===== src/rtl/isr_pkg.sv =====
package isr_pkg;
  localparam int DATA_W = 32;
  localparam int LANES  = DATA_W / 8;

  typedef enum logic [1:0] {
    VIEW_NONE = 2'd0,
    VIEW_PRES = 2'd1,
    VIEW_CLR  = 2'd2
  } view_e;

  // byte lanes touched by a transfer of the given size at the given low address
  function automatic logic [LANES-1:0] lane_sel(input logic [2:0] sz, input logic [1:0] lo);
    logic [LANES-1:0] m;
    case (sz)
      3'd0:    m = LANES'(1) << lo;
      3'd1:    m = lo[1] ? 4'b1100 : 4'b0011;
      default: m = '1;
    endcase
    return m;
  endfunction
endpackage


===== src/rtl/isr_bus_decode.sv =====
module isr_bus_decode
  import isr_pkg::*;
#(
  parameter int ADDR_W = 12,
  parameter logic [ADDR_W-1:0] PRES_OFS = 'h028,
  parameter logic [ADDR_W-1:0] CLR_OFS  = 'h02C
) (
  input  logic              clk,
  input  logic              rst,
  input  logic              hsel_i,
  input  logic [ADDR_W-1:0] haddr_i,
  input  logic [1:0]        htrans_i,
  input  logic              hwrite_i,
  input  logic [2:0]        hsize_i,
  input  logic              hready_i,
  output logic              wr1c_en,
  output logic              rdclr_en,
  output logic              rd_en,
  output logic [DATA_W-1:0] clr_lanes
);
  localparam int WA = ADDR_W - 2;

  logic             dp_valid;
  logic             dp_write;
  view_e            dp_view;
  logic [LANES-1:0] dp_lanes;
  view_e            ap_view;

  always_comb begin
    if (haddr_i[ADDR_W-1:2] == PRES_OFS[ADDR_W-1:2])     ap_view = VIEW_PRES;
    else if (haddr_i[ADDR_W-1:2] == CLR_OFS[ADDR_W-1:2]) ap_view = VIEW_CLR;
    else                                                 ap_view = VIEW_NONE;
  end

  always_ff @(posedge clk) begin
    if (rst) begin
      dp_valid <= 1'b0;
      dp_write <= 1'b0;
      dp_view  <= VIEW_NONE;
      dp_lanes <= '0;
    end else if (hready_i) begin
      dp_valid <= hsel_i & htrans_i[1];
      dp_write <= hwrite_i;
      dp_view  <= ap_view;
      dp_lanes <= lane_sel(hsize_i, haddr_i[1:0]);
    end
  end

  assign wr1c_en  = dp_valid &  dp_write & (dp_view == VIEW_PRES);
  assign rdclr_en = dp_valid & ~dp_write & (dp_view == VIEW_CLR);
  assign rd_en    = dp_valid & ~dp_write & (dp_view != VIEW_NONE);

  for (genvar k = 0; k < LANES; k++) begin : g_lane
    assign clr_lanes[8*k +: 8] = {8{dp_lanes[k]}};
  end

  logic unused_w;
  assign unused_w = ^{WA};
endmodule


===== src/rtl/isr_status_bits.sv =====
module isr_status_bits
  import isr_pkg::*;
#(
  parameter logic [DATA_W-1:0] RSVD_MASK = 32'h8000_0000
) (
  input  logic              clk,
  input  logic              rst,
  input  logic [DATA_W-1:0] event_i,
  input  logic              wr1c_en,
  input  logic [DATA_W-1:0] wr1c_data,
  input  logic              rdclr_en,
  input  logic [DATA_W-1:0] clr_lanes,
  output logic [DATA_W-1:0] status_q
);
  for (genvar i = 0; i < DATA_W; i++) begin : g_bit
    if (RSVD_MASK[i]) begin : g_rsvd
      assign status_q[i] = 1'b0;
      logic unused_b;
      assign unused_b = event_i[i] ^ wr1c_data[i] ^ clr_lanes[i];
    end else begin : g_live
      logic clr;
      logic st;
      assign clr = (wr1c_en & wr1c_data[i]) | (rdclr_en & clr_lanes[i]);
      always_ff @(posedge clk) begin
        if (rst) st <= 1'b0;
        else     st <= event_i[i] | (st & ~clr);
      end
      assign status_q[i] = st;
    end
  end
endmodule


===== src/rtl/intr_status_dual.sv =====
module intr_status_dual
  import isr_pkg::*;
#(
  parameter int ADDR_W = 12,
  parameter logic [ADDR_W-1:0] PRES_OFS = 'h028,
  parameter logic [ADDR_W-1:0] CLR_OFS  = 'h02C,
  parameter logic [DATA_W-1:0] RSVD_MASK = 32'h8000_0000
) (
  input  logic              clk,
  input  logic              rst,
  input  logic              hsel_i,
  input  logic [ADDR_W-1:0] haddr_i,
  input  logic [1:0]        htrans_i,
  input  logic              hwrite_i,
  input  logic [2:0]        hsize_i,
  input  logic              hready_i,
  input  logic [31:0]       hwdata_i,
  output logic [31:0]       hrdata_o,
  input  logic [31:0]       event_i,
  input  logic [31:0]       int_en_i,
  output logic              irq_o
);
  logic              wr1c_en;
  logic              rdclr_en;
  logic              rd_en;
  logic [DATA_W-1:0] clr_lanes;
  logic [DATA_W-1:0] status_q;

  isr_bus_decode #(
    .ADDR_W(ADDR_W), .PRES_OFS(PRES_OFS), .CLR_OFS(CLR_OFS)
  ) u_dec (
    .clk(clk), .rst(rst), .hsel_i(hsel_i), .haddr_i(haddr_i),
    .htrans_i(htrans_i), .hwrite_i(hwrite_i), .hsize_i(hsize_i),
    .hready_i(hready_i), .wr1c_en(wr1c_en), .rdclr_en(rdclr_en),
    .rd_en(rd_en), .clr_lanes(clr_lanes)
  );

  isr_status_bits #(.RSVD_MASK(RSVD_MASK)) u_bits (
    .clk(clk), .rst(rst), .event_i(event_i),
    .wr1c_en(wr1c_en), .wr1c_data(hwdata_i),
    .rdclr_en(rdclr_en), .clr_lanes(clr_lanes),
    .status_q(status_q)
  );

  // read data comes straight from the status flops in the data phase
  assign hrdata_o = rd_en ? status_q : '0;
  assign irq_o    = |(status_q & int_en_i);
endmodule


===== config.mk =====
export PLATFORM = sky130hd
export DESIGN_NAME = intr_status_dual
export DESIGN_NICKNAME = d
export VERILOG_FILES = /design/src/rtl/isr_pkg.sv /design/src/rtl/isr_bus_decode.sv /design/src/rtl/isr_status_bits.sv /design/src/rtl/intr_status_dual.sv
export SDC_FILE = /design/constraint.sdc
export NUM_CORES = 1
export LEC_CHECK = 0
export BUFFER_PORTS_ARGS = -buffer_cell sky130_fd_sc_hd__buf_2
export CAP_MARGIN = 15
export CORE_UTILIZATION = 43
export DETAILED_ROUTE_END_ITERATION = 8
export PLACE_DENSITY = 0.88
export SETUP_SLACK_MARGIN = 0.15
export SYNTH_ARGS = -nofsm -noshare
export SYNTH_HDL_FRONTEND = slang
export SYNTH_SLANG_ARGS = --single-unit

===== constraint.sdc =====
create_clock -name clk -period 2.8 [get_ports clk]
set_input_delay 0.14 -clock clk [delete_from_list [all_inputs] [get_ports clk]]
set_output_delay 0.14 -clock clk [all_outputs]
set_load 0.01 [all_outputs]

==> out/qor.yml <==
synth_area_leaders: "dfxtp_1 40%, and2_1 9.6%, nand3_1 8.7%, o21ai_0 8.2%, inv_1 6.3%"
r2r_slack_ps: 1040
drt_iter0_drc: 113
mostFrequentLayoutCell: "buf_2"
dp_hpwl_mm: 4.58
post_cts_buffers: 0
std_cell_rows: 24
grt-ovfl-total: 0
synth_area_per_cell_um2: 7.37
routedWlPerCell_um: 12.7
rsz0062_at_grt: "no"
synth.distinct_cells: 33
ff2ff_path_depth: 5
drive_gt1_share_pct: 38.4
cts_resized: 0
die-area_um2: 4830
maxCapViolCount: 0
finalHoldViolations: 0
start_util_pct: 45.0
cp_data_arrival_time_ps: 1960
drc: 0
grt_pass1_wl_mm: 9.54
fmaxAchievable_mhz: 476
dpl.cell_count: 452
netlist_area_um2: 1960
timing.rr.start: "u_dec.dp_write"
leakage_nw: 1.47
preCtsSetupSlack_ps: 985
hold_class: "primary input to flop"
clk_transition_reported_paths_ps: 70
synth_seq_area_share_pct: 39.8
cp-start-kind: "flop"
finalSetupTns_ps: 0
cp_max_fo: 16
via_count: 2312
synth_seq_cells: 39
irDropWorstVdd_v: 0.000310
worst_slack_ps: 698
final_cell_mix: "145 x buf_2, 39 x dfxtp_1, 34 x nand3_1"
grt_pass1_vias: 2184
yosysWarningCount: 0
outcome: "finished clean"
period_share_pct: 75.1
die_w_um: 69.5
grt_max_degree: 44
placedInstanceArea_um2: 2720
final_nets: 525
wl_mm: 5.83
cts_sinks: 39
postLayoutCellArea_um2: 2790
crit_path_max_incr_delay_ps: 640
syn_nets: 384
layoutNonFillerInstCount: 458
r2r_end: "u_bits.g_bit[16].g_live.st"
slew_headroom_pct: 47.2
drt_pre_antenna_iters: 4
cts_root_buf: "clkbuf_8"
coreArea_um2: 4350
numCtsBuffers: 5
gp_congestion: 0.777
powerDensity_nw_per_um2: 414
hold_path_end: "u_bits.g_bit[1].g_live.st"
final-setup-viol-count: 0
cts_hold_buf: 0
nFillCells: 361
final_core_util_pct: 64.0
clock_latency_ps: 280
cp-end-kind: "output pin"
syn-instance-count: 266
tightest_slew_ps: 792
viasPerCell: 5.05
cts_buffer_depth: 2
period_minus_slack_ps: 2100
postRouteAntennaNets: 0
antenna_found_initial: 0
crit_slowest_cell: "nor3b_2"
clock_skew_ps: 3.26
crit_required_ps: 2660
hp-start: "event_i[1]"
grt_use_total_pct: 24.7
whs_path_depth: 3
diodes: 0
synth.largest_area_cell: "dfxtp_1"
holdWs_ps: 107
yosysTopAreaCellShare_pct: 39.8
worstPathCellList: "nor2_1, nor3b_2, buf_4, and2_1, buf_2"
power.total_mw: 1.15
critical_path_class: "flop to output pin"
die_y_um: 69.5
maxSlewViolCount: 0
io_buffer_count: 145
io_pins: 151
cts_tree: "built"
multiInputGateArea_um2: 1000
area_growth_pct: 42.2
seq_area_um2: 781
htree_num_levels: 2
cells in the mapped netlist:
master / number
dfxtp_1: 39
nand3_1: 34
inv_1: 33
nand2_1: 32
o21ai_0: 32
and2_1: 30
a22oi_1: 12
clkbuf_1: 9
nor2_1: 8
a21oi_1: 6
a211oi_1: 3
buf_2: 3
nand2b_1: 3
nand4_1: 2
nor3b_1: 2
a221oi_2: 1
a222oi_1: 1
a22o_1: 1
and2_2: 1
and4b_1: 1
and4bb_2: 1
buf_4: 1
conb_1: 1
mux2i_1: 1
nand4b_1: 1
nor2b_1: 1
nor3_1: 1
nor4_1: 1
o21a_1: 1
o21bai_1: 1
o32a_1: 1
or3_1: 1
or4_1: 1
cell families after synthesis:
group	synth area share, %
AO/OA/AOI/OAI	18.4
buffers and inverters	9.19
flip-flops	39.8
multiplexers	0.511
other	0.191
AND/OR/NAND/NOR	31.8
worst max-delay path: cells and delay by family, from the launching register on:
family,cells,cell delay (ps)
buf+inv,2,450
flops,1,370
simple gates,3,860
worst max path at each step:
stage | startpoint | to | slack (ps)
after global placement | u_dec.dp_view[0] | hrdata_o[2] | 1080
final | u_dec.dp_view[1] | hrdata_o[26] | 700
after global routing | u_dec.dp_view[1] | hrdata_o[26] | 510
after CTS | u_dec.dp_view[1] | hrdata_o[30] | 670
after floorplan | u_bits.g_bit[2].g_live.st | irq_o | 1360
after detailed placement | u_dec.dp_view[1] | hrdata_o[30] | 990
where the power goes:
part	switching (mW)	internal (mW)	leakage [nW]
clock network	0.172	0.166	0.0371
logic	0.0787	0.0971	1.10
registers	0.0366	0.603	0.327
total	0.287	0.866	1.47
sequential cells by signal, summed over array words and instances, names as in the netlist:
| name | flops |
|---|---|
| u_bits.g_bit.g_live.st | 31 |
| u_dec.dp_lanes | 4 |
| u_dec.dp_view | 2 |
| u_dec.dp_valid | 1 |
| u_dec.dp_write | 1 |
layer usage:
metal  global-route usage (%)  wire length, um
met3                     3.20              322
met5                        0                0
met1                     30.7             2560
met2                     43.9             2870
met4                     8.39               66
cell type report:
| type | count | share of cell area (%) |
|---|---|---|
| clock buffer | 6 | 2.60 |
| inverter | 33 | 4.44 |
| multi-input combinational | 181 | 36.0 |
| sequential | 39 | 28.0 |
| tap | 52 | 2.33 |
| timing repair buffer | 147 | 26.6 |
No activity file was read; power rests on OpenSTA's default activity.
